### src/rtl/cam_sel_pkg.sv
package cam_sel_pkg;
  localparam int SEL_W = 16;

  typedef enum logic [1:0] {
    CYC_CMD_WR = 2'd0,
    CYC_DAT_WR = 2'd1,
    CYC_CMD_RD = 2'd2,
    CYC_DAT_RD = 2'd3
  } cyc_kind_e;

  typedef enum logic [2:0] {
    OP_OTHER   = 3'd0,
    OP_LD_SEL  = 3'd1,
    OP_LD_PAGE = 3'd2,
    OP_SET_FUL = 3'd3,
    OP_MOV_NF  = 3'd4,
    OP_MOV_BM  = 3'd5,
    OP_NF_OUT  = 3'd6,
    OP_SET_DST = 3'd7
  } cmd_op_e;

  typedef enum logic [1:0] {
    DST_CMP = 2'd0,
    DST_NF  = 2'd1,
    DST_BM  = 2'd2
  } dest_e;

  // Broadcast value or own page address selects the device.
  function automatic logic dev_selected(logic [SEL_W-1:0] sel_q,
                                        logic [SEL_W-1:0] page_q);
    return (sel_q == {SEL_W{1'b1}}) || (sel_q == page_q);
  endfunction

  // First device with room: upstream all full, this one not full.
  function automatic logic is_first_free(logic fin_n, logic full_q);
    return !fin_n && !full_q;
  endfunction
endpackage

### src/rtl/cam_sel_decode.sv
module cam_sel_decode
  import cam_sel_pkg::*;
(
  input  logic             vld,
  input  cyc_kind_e        kind,
  input  cmd_op_e          op,
  input  dest_e            pdest,
  input  logic             nf_out_pend,
  input  logic [SEL_W-1:0] sel_q,
  input  logic [SEL_W-1:0] page_q,
  input  logic             full_in_n,
  input  logic             full_q,
  input  logic             match_in_n,
  input  logic             match_q,
  input  logic             match_en,
  output logic             respond,
  output logic             first_free,
  output logic             match_act
);
  logic sel_hit;
  logic bcast;

  assign sel_hit    = dev_selected(sel_q, page_q);
  assign bcast      = (sel_q == {SEL_W{1'b1}});
  assign first_free = is_first_free(full_in_n, full_q);
  assign match_act  = match_en && match_q;

  always_comb begin
    respond = 1'b0;
    if (vld) begin
      unique case (kind)
        CYC_CMD_WR: begin
          unique case (op)
            OP_LD_SEL:              respond = 1'b1;
            OP_LD_PAGE, OP_SET_FUL,
            OP_MOV_NF:              respond = first_free;
            OP_MOV_BM:              respond = sel_hit && match_act;
            default:                respond = sel_hit;
          endcase
        end
        CYC_DAT_WR: begin
          unique case (pdest)
            DST_NF:  respond = first_free;
            DST_BM:  respond = sel_hit && match_act;
            default: respond = sel_hit;
          endcase
        end
        CYC_CMD_RD: respond = nf_out_pend ? first_free : sel_hit;
        default:    respond = bcast ? (match_act && match_in_n) : sel_hit;
      endcase
    end
  end
endmodule

### src/rtl/cam_sel_alloc.sv
module cam_sel_alloc #(
  parameter int DEPTH = 16,
  localparam int AW = $clog2(DEPTH)
) (
  input  logic          clk,
  input  logic          rst_n,
  input  logic          adv,
  input  logic          set_full,
  output logic [AW-1:0] nf_addr,
  output logic          full_q
);
  localparam logic [AW-1:0] LAST = AW'(DEPTH - 1);

  always_ff @(posedge clk or negedge rst_n) begin
    if (!rst_n) begin
      nf_addr <= '0;
      full_q  <= 1'b0;
    end else begin
      if (set_full) full_q <= 1'b1;
      if (adv) begin
        if (nf_addr == LAST) full_q <= 1'b1;
        else                 nf_addr <= nf_addr + 1'b1;
      end
    end
  end

  AST_FULL_STICKY: assert property (@(posedge clk) disable iff (!rst_n)
    full_q |=> full_q);
  AST_NF_ONE_STEP: assert property (@(posedge clk) disable iff (!rst_n)
    (nf_addr != $past(nf_addr)) |-> (nf_addr == $past(nf_addr) + 1'b1));
  AST_NF_NEEDS_ADV: assert property (@(posedge clk) disable iff (!rst_n)
    !adv |=> $stable(nf_addr));
endmodule

### src/rtl/cam_sel_status.sv
module cam_sel_status
  import cam_sel_pkg::*;
#(
  parameter int AW = 4
) (
  input  logic             clk,
  input  logic             rst_n,
  input  logic             cmp_vld,
  input  logic             cmp_hit,
  input  logic             cmp_multi,
  input  logic [AW-1:0]    cmp_addr,
  input  logic             mem_vld,
  input  logic             mem_skip,
  input  logic             mem_empty,
  input  logic [SEL_W-1:0] page_q,
  input  logic             full_q,
  output logic             match_q,
  output logic [31:0]      status_word
);
  logic          multi_q;
  logic          skip_q;
  logic          empty_q;
  logic [AW-1:0] best_q;

  always_ff @(posedge clk or negedge rst_n) begin
    if (!rst_n) begin
      match_q <= 1'b0;
      multi_q <= 1'b0;
      best_q  <= '1;
      skip_q  <= 1'b1;
      empty_q <= 1'b1;
    end else begin
      if (cmp_vld) begin
        match_q <= cmp_hit;
        multi_q <= cmp_hit && cmp_multi;
        best_q  <= cmp_hit ? cmp_addr : '1;
      end
      if (mem_vld) begin
        skip_q  <= mem_skip;
        empty_q <= mem_empty;
      end
    end
  end

  always_comb begin
    status_word                 = '0;
    status_word[31]             = !match_q;
    status_word[30]             = !multi_q;
    status_word[29]             = !full_q;
    status_word[28]             = skip_q;
    status_word[27]             = empty_q;
    status_word[AW+SEL_W-1:AW]  = page_q;
    status_word[AW-1:0]         = best_q;
  end

  AST_MISS_ADDR_ONES: assert property (@(posedge clk) disable iff (!rst_n)
    !match_q |-> (best_q == {AW{1'b1}}));
  AST_MULTI_IMPLIES_HIT: assert property (@(posedge clk) disable iff (!rst_n)
    multi_q |-> match_q);
  AST_VALID_HOLD: assert property (@(posedge clk) disable iff (!rst_n)
    !mem_vld |=> ($stable(skip_q) && $stable(empty_q)));
endmodule

### src/rtl/cam_chain_select.sv
module cam_chain_select
  import cam_sel_pkg::*;
#(
  parameter int          DEPTH     = 16,
  parameter logic [15:0] PAGE_INIT = 16'h0000,
  localparam int AW = $clog2(DEPTH)
) (
  input  logic          clk,
  input  logic          rst_n,
  input  logic          cyc_vld,
  input  logic [1:0]    cyc_kind,
  input  logic [2:0]    cyc_op,
  input  logic [15:0]   cyc_wdata,
  input  logic          match_en,
  input  logic          full_in_n,
  input  logic          match_in_n,
  input  logic          cmp_vld,
  input  logic          cmp_hit,
  input  logic          cmp_multi,
  input  logic [AW-1:0] cmp_addr,
  input  logic          mem_vld,
  input  logic          mem_skip,
  input  logic          mem_empty,
  output logic          resp,
  output logic          full_out_n,
  output logic          match_out_n,
  output logic [AW-1:0] nf_addr,
  output logic [31:0]   status_word
);
  cyc_kind_e        kind;
  cmd_op_e          op;
  dest_e            pdest_q;
  logic [SEL_W-1:0] sel_q;
  logic [SEL_W-1:0] page_q;
  logic             nf_out_pend;
  logic             full_q;
  logic             match_q;
  logic             respond;
  logic             first_free;
  logic             match_act;
  logic             cmd_wr;
  logic             ld_sel_ev;
  logic             ld_page_ev;
  logic             set_full_ev;
  logic             adv_ev;

  assign kind = cyc_kind_e'(cyc_kind);
  assign op   = cmd_op_e'(cyc_op);

  cam_sel_decode u_decode (
    .vld        (cyc_vld),
    .kind       (kind),
    .op         (op),
    .pdest      (pdest_q),
    .nf_out_pend(nf_out_pend),
    .sel_q      (sel_q),
    .page_q     (page_q),
    .full_in_n  (full_in_n),
    .full_q     (full_q),
    .match_in_n (match_in_n),
    .match_q    (match_q),
    .match_en   (match_en),
    .respond    (respond),
    .first_free (first_free),
    .match_act  (match_act)
  );

  // Named internal events for the assertions.
  assign cmd_wr      = cyc_vld && (kind == CYC_CMD_WR);
  assign ld_sel_ev   = cmd_wr && (op == OP_LD_SEL);
  assign ld_page_ev  = cmd_wr && (op == OP_LD_PAGE) && first_free;
  assign set_full_ev = cmd_wr && (op == OP_SET_FUL) && first_free;
  assign adv_ev      = first_free &&
                       ((cmd_wr && (op == OP_MOV_NF)) ||
                        (cyc_vld && (kind == CYC_DAT_WR) && (pdest_q == DST_NF)));

  always_ff @(posedge clk or negedge rst_n) begin
    if (!rst_n) begin
      sel_q       <= '1;
      page_q      <= PAGE_INIT;
      pdest_q     <= DST_CMP;
      nf_out_pend <= 1'b0;
      resp        <= 1'b0;
    end else begin
      resp <= respond;
      if (ld_sel_ev)  sel_q  <= cyc_wdata;
      if (ld_page_ev) page_q <= cyc_wdata;
      if (cmd_wr && (op == OP_SET_DST)) pdest_q <= dest_e'(cyc_wdata[1:0]);
      if (cmd_wr && (op == OP_NF_OUT))  nf_out_pend <= 1'b1;
      else if (cyc_vld && (kind == CYC_CMD_RD)) nf_out_pend <= 1'b0;
    end
  end

  cam_sel_alloc #(.DEPTH(DEPTH)) u_alloc (
    .clk     (clk),
    .rst_n   (rst_n),
    .adv     (adv_ev),
    .set_full(set_full_ev),
    .nf_addr (nf_addr),
    .full_q  (full_q)
  );

  cam_sel_status #(.AW(AW)) u_status (
    .clk        (clk),
    .rst_n      (rst_n),
    .cmp_vld    (cmp_vld),
    .cmp_hit    (cmp_hit),
    .cmp_multi  (cmp_multi),
    .cmp_addr   (cmp_addr),
    .mem_vld    (mem_vld),
    .mem_skip   (mem_skip),
    .mem_empty  (mem_empty),
    .page_q     (page_q),
    .full_q     (full_q),
    .match_q    (match_q),
    .status_word(status_word)
  );

  assign full_out_n  = !(!full_in_n && full_q);
  assign match_out_n = match_in_n && !match_act;

  AST_RESP_ONE_CYCLE: assert property (@(posedge clk) disable iff (!rst_n)
    !cyc_vld |=> !resp);
  AST_LD_SEL_ALL: assert property (@(posedge clk) disable iff (!rst_n)
    ld_sel_ev |=> (resp && (sel_q == $past(cyc_wdata))));
  AST_NF_FIRST_FREE: assert property (@(posedge clk) disable iff (!rst_n)
    (nf_addr != $past(nf_addr)) |-> !$past(full_in_n));
  AST_PAGE_FIRST_FREE: assert property (@(posedge clk) disable iff (!rst_n)
    (page_q != $past(page_q)) |-> (!$past(full_in_n) && $past(full_out_n)));
  AST_NO_MATCH_NO_BCAST_READ: assert property (@(posedge clk) disable iff (!rst_n)
    (cyc_vld && (kind == CYC_DAT_RD) && !match_en && (sel_q == {SEL_W{1'b1}}))
      |=> !resp);
endmodule

### config.mk
export PLATFORM = sky130hd
export DESIGN_NAME = cam_chain_select
export DESIGN_NICKNAME = d
export VERILOG_FILES = /design/src/rtl/cam_sel_pkg.sv /design/src/rtl/cam_sel_decode.sv /design/src/rtl/cam_sel_alloc.sv /design/src/rtl/cam_sel_status.sv /design/src/rtl/cam_chain_select.sv
export SDC_FILE = /design/constraint.sdc
export NUM_CORES = 1
export LEC_CHECK = 0
export BUFFER_PORTS_ARGS = -buffer_cell sky130_fd_sc_hd__buf_2
export CORE_UTILIZATION = 46
export DETAILED_ROUTE_END_ITERATION = 7
export PLACE_DENSITY = 0.76
export SETUP_SLACK_MARGIN = 0.4
export SYNTH_ARGS = -nofsm -noshare
export SYNTH_HDL_FRONTEND = slang
export SYNTH_SLANG_ARGS = --single-unit
export TNS_END_PERCENT = 50
### constraint.sdc
create_clock -name clk -period 1.6 [get_ports clk]
set_clock_uncertainty 0.1 [all_clocks]
set_input_delay 0.08 -clock clk [delete_from_list [all_inputs] [get_ports clk]]
set_output_delay 0.08 -clock clk [all_outputs]
set_load 0.03 [all_outputs]
### Word-level counts from Yosys, hierarchy flattened

Cells that the tools add are included.

* memories kept: 0
* memory bits (writable): 0
* output and inout port bits: 39
* flip-flop bits (word level): 49
* ROM bits: 0
* bits in latches: 0

* magnitude comparators: 0
* bitwise logic cells: 1
* eq/ne operators: 14
* multiply operators: 0
* mux-type cells: 12
* shift operators: 0
* $add $sub $neg: 1
* reduce and logical (&&, ||, !) cells: 32
* divide/modulo/power cells: 0

Operator list (count)
* 1-bit logical AND: 20
* 16-bit equality test: 1
* 16-bit equality test, second input constant: 1
* 3-bit equality test, second input constant: 4
* 1-bit 2-to-1 mux: 8
* 3-bit by 2-bit equality test with 1-bit output, second input constant: 2
* 1-bit zero test: 6
* 1-bit one-hot mux with 3 select lines: 2
* 4-bit by 1-bit adder with 4-bit output, second input constant: 1
* 2-bit by 1-bit equality test with 1-bit output, second input constant: 2
* 2-bit equality test, second input constant: 2
* 4-bit equality test, second input constant: 1
* 4-bit 2-to-1 mux: 1
* 3-bit by 1-bit equality test with 1-bit output, second input constant: 1
* 3-bit OR reduction: 1
* 2-bit zero test: 1
* 1-bit logical OR: 2
* 1-bit one-hot mux with 2 select lines: 1
* 2-bit AND reduction: 1
* 2-bit nonzero test: 1
* 1-bit inverter: 1

### Longest topological paths before layout

* word-level depth: 7
* depth in mapped cells: 7
* depth with buffers taken out: 7

### Hierarchy

Synthesis repeated with hierarchy kept, for this count alone.

* cell total of the unflattened synthesis: 221
* area, all modules: 2715.1 µm²

By module, submodules not included
* cam_chain_select: area an instance 1554.0 µm², instances 1, cells each 89, seq. area each 920.9 µm²
* cam_sel_status: area an instance 513.0 µm², instances 1, cells each 54, seq. area each 207.7 µm²
* cam_sel_decode: area an instance 400.4 µm², instances 1, cells each 56, seq. area each 0.0 µm²
* cam_sel_alloc: area an instance 247.7 µm², instances 1, cells each 22, seq. area each 125.1 µm²

### Least setup slack after synthesis

OpenSTA, ideal clock, no wires.

* kind: input-to-reg
* from: input port cyc_op[1]
* to: register u_alloc.nf_addr[1]
* setup slack: -193 ps
* required time: 1375 ps
* library setup time: 125 ps
* cell stages on the path: 5
* arrival: 1568 ps
* cells stage by stage: clkbuf_2 -> or4b_4 -> a2111oi_4 -> nand2_4 -> mux2_4

* longest elaborated chain between the ends: 5

RTL lines
* start, declared: line cam_chain_select.sv:12 `input logic [2:0] cyc_op,`
* 3-bit equality test: line cam_chain_select.sv:74 `((cmd_wr && (op == OP_MOV_NF)) ||`
* 1-bit logical AND: line cam_chain_select.sv:74
* 1-bit logical OR: line cam_chain_select.sv:74
* 1-bit logical AND: line cam_chain_select.sv:73 `assign adv_ev = first_free &&`
* 2-bit AND reduction (no line)
* end signal, assigned: line cam_sel_alloc.sv:22 `else nf_addr <= nf_addr + 1'b1;`
* end, declared: line cam_sel_alloc.sv:9 `output logic [AW-1:0] nf_addr,`

Every way passes these cells.
A chain may end at the register's enable or synchronous reset.

### Worst setup path in the final report

* from: register u_alloc.full_q
* to: register resp

* longest elaborated chain between the ends: 5
* elaborated cells between the ends (all ways): 7
* those cells by class: mux: 5; reduce/logical: 2

RTL lines
* start, declared: line cam_sel_alloc.sv:10 `output logic full_q`
* start signal, assigned: line cam_sel_alloc.sv:17 `full_q <= 1'b0;`
* start signal, assigned: line cam_sel_alloc.sv:19 `if (set_full) full_q <= 1'b1;`
* start signal, assigned: line cam_sel_alloc.sv:21 `if (nf_addr == LAST) full_q <= 1'b1;`
* 1-bit zero test *: line cam_sel_pkg.sv:36 `return !fin_n && !full_q;`
* 1-bit logical AND *: line cam_sel_pkg.sv:36
* 1-bit one-hot mux with 3 select lines, or another cell as far along: line cam_sel_decode.sv:33 `unique case (op)`
* 1-bit one-hot mux with 3 select lines *: line cam_sel_decode.sv:31 `unique case (kind)`
* 1-bit 2-to-1 mux *: line cam_sel_decode.sv:30 `if (vld) begin`
* via respond: line cam_chain_select.sv:38 `logic respond;`
* end signal, assigned: line cam_chain_select.sv:85 `resp <= respond;`
* end, declared: line cam_chain_select.sv:24 `output logic resp,`

The timed path passes the listed nets; every way through them passes the cells marked *.

==> results.md <==
- Synth Flop Type: dfrtp_1
- Sink Count: about 50
- Largest stage delay, worst path: 460 ps
- Antenna-violating nets left: 0
- Synth cell types: 42
- Hold crit path type: primary input to flop
- Largest family of logic cells by synthesized area: multiplexers
- Setup crit end kind: flop
- Reg2reg end: resp
- Final worst-path cycle share: 106%
- Synth Area in Compound Gates: roughly 6.2%
- Synth Area in XOR/XNOR: roughly 6.4%
- DR iter-0 viols: 54
- Final Hold Vio Count: 0
- Count leader, synth: dfrtp_1
- Synth top area share: ~27%
- Worst hold margin: between 20 and 25 ps
- MaxCap Viol Count: 0
- Clk_lat worst skew: around 300 ps
- RSZ-0062 raised after global routing: yes
- Final wirelength: around 5.6 mm
- Async SR Flop Fraction: 100%
- GR Layer Usage met1: 25.2%
- Synth cell count leaders: dfrtp_1 (27), dfstp_2 (22), mux2_1 (20)
- Post-Synth Adder-Cell Area: around 1.5%
- Reg2reg setup slack: -100 ps
- Achievable Freq: approximately 590 MHz
- Synth Register Bits: 49
- Cell taking the most area after synthesis: dfrtp_1
- Warnings from Yosys: 0
- CTS clock-pin slew for the worst setup and hold paths: 90 ps
- # DRC: 0
- GP Congestion: 0.851
- Hold_sp: cyc_kind[1]
- Cell area after synthesis: between 2000 and 2500 µm²
- DP HPWL: between 3 and 4 mm
- Mux cell area share after synthesis: between 10% and 20%
- H-tree depth: 2
- Register area share after synthesis: ~51%
- Worst Path Buf+Inv: 0
- Worst path cell trace: or2_4, or4b_1, o211ai_1, a311oi_1, nor3_1
- Fin util: 69.1%
- CTS Buf Count: 5
- First-pass DRT Iterations: 4
- Leakage Power: ~1.7 nW
- Worst EP arrival: 1800 ps
- Critical path's top delay family: simple AND/OR/NAND/NOR gates
- Outcome: finished, violations left
- FILL cells: 397
- Area grow syn2layout: 44.5%
- Die area: between 5000 and 6000 µm²
- Mapped Cells: about 200
- Post-Syn Area per Cell: about 12 µm²
- Min Tclk post-route: 1700 ps
- Worst Path Max Fanout: 3
- Vias in the first global route: 1893
- Setup Viol. Count Final: 19
- Pin count of the biggest net entering global routing: 50
- Worst hold stages: 2
- Worst R2R Path Depth: 5
- Antenna fix cells: 0
- Final Worst Setup Slack: -96.7 ps
- Critical-path top delay cell: or4b_1
- GR Util met3: roughly 3.6%
- Area contributors post-synth: dfrtp_1 (27%), dfstp_2 (23%), mux2_1 (9.2%)
- # rows: 26
- Initial Util: between 40% and 50%
- Initial antenna violation count: 0
- Clock Path Buffers: 2
- PD cells: roughly 1000 nW/µm²
- Pins over their slew limit: 0
- Root Buffer: clkbuf_8
- Avg WL per Cell: roughly 14 µm
- Drt via density: ~5.0
- Peak supply drop: ~650 µV
- Top Usage Layer GRT: met2
- Vias: slightly below 2000
- Vert. Die Dim: approximately 75 µm
- Nets: 355
- Met2 global-route usage: between 30% and 40%
- Setup TNS Final: -1110 ps
- Layout cells sized above 1: about half
- Global-route wire length before repair: ~8.5 mm
- CTS tree: built
- Crit start category: flop
- Number of I/O pins: 76
- Core ar.: between 5000 and 6000 µm²
- I/O Buffers: 68
- WS Path Type: flop to flop
- Post-synth EDFFs: 0
- Hold EP: nf_out_pend
- Die span in x: roughly 75 µm
- Total track usage: around a fifth
- Failing checks: negative setup slack
- Worst path required time: around 1700 ps
- Worst flop-to-flop path startpoint: u_alloc.full_q
- Simple-gate area share of the yosys netlist: about an eighth
- Grt total ovfl: 0
## routing by layer
metal,vias to the layer above,part of all wire (%)
li1,934,-
met1,942,44
met2,52,52
met3,2,3.5
met4,0,0.67
met5,-,0
## layout by cell type, fill, tap and decap left out, types with 3 or more instances in the layout
master	netlist	routed
inv_1	9	8
buf_4	10	17
nor3_1	4	3
mux2_2	14	14
mux2_4	1	11
dfstp_2	22	22
a21oi_1	4	3
clkbuf_8	0	5
nand2_1	6	4
dfrtp_1	27	26
dlygate4sd3_1	0	28
conb_1	1	7
and3_1	3	3
buf_2	2	58
nor2_1	5	4
nand4_1	10	10
xnor2_1	17	16
o21ai_0	6	6
nand3_1	6	6
buf_6	1	8
buf_12	0	3
a31oi_1	4	4
mux2_1	20	10
## power breakdown
group / total [W] / switching (W) / leakage [nW] / internal, W
Sequential: 0.00170 / 0.000197 / 0.582 / 0.00151
Combinational: 0.00114 / 0.000586 / 1.04 / 0.000552
Clock: 0.000880 / 0.000411 / 0.0554 / 0.000470
Total: 0.00372 / 0.00119 / 1.68 / 0.00253
## cell type report
cell class	count	area (µm²)	area share, %
Clock inverter	2	38.8	1.09
Multi-Input combinational cell	135	1190	33.6
Clock buffer	6	72.6	2.04
Timing Repair Buffer	115	873	24.6
Tap cell	70	87.6	2.46
Sequential cell	49	1250	35.3
Inverter	9	33.8	0.951
## stage by stage
| step | cell area, µm² | setup WS (ps) | cells | power (W) |
|---|---|---|---|---|
| floorplan | 2510 | -138 | 209 | 0.00235 |
| global placement | 2960 | -129 | 346 | 0.00264 |
| detailed placement | 2960 | -164 | 346 | 0.00267 |
| CTS | 3410 | -87.7 | 382 | 0.00365 |
| global route | 3550 | -182 | 386 | 0.00392 |
| finish | 3550 | -96.7 | 386 | 0.00372 |
## worst max path at each step
stage / start / end / slack, ps / cells after the start
2_1_floorplan: cyc_op[0] / u_alloc.nf_addr[1] / -140 / 5
3_3_place_gp: cyc_kind[0] / u_alloc.nf_addr[1] / -130 / 5
3_5_place_dp: cyc_kind[0] / u_alloc.nf_addr[1] / -160 / 5
4_1_cts: u_alloc.full_q / resp / -90 / 5
5_1_grt: u_alloc.full_q / resp / -180 / 5
6_report: u_alloc.full_q / resp / -100 / 5
## state kept, by name (all words and copies together) (netlist names)
signal and cells:
pdest_q 2, u_alloc.nf_addr 4, u_status.empty_q 1, resp 1, u_alloc.full_q 1, u_status.best_q 4, u_status.multi_q 1, sel_q 16
u_status.match_q 1, u_status.skip_q 1, page_q 16, nf_out_pend 1
## cells by family after synthesis
kind of cell	after synthesis
and+or+nand+nor	50
DFF	49
adders and majority gates	3
muxes	36
buffers and inverters	25
xor gates and xnor gates	18
AOI/OAI and AO/OA	21
other	1
## what timing repair did
item / 4_1_cts / 5_1_grt
setup buffers: 0 / 3
hold buffers: 28 / 0
gates cloned: 0 / 1
pin swaps: 3 / 2
endpoints found under the setup margin: 31 / 31
resized for setup: 18 / 25
hold endpoints to repair: 93 / 0
(Power assumes the default switching activity.)
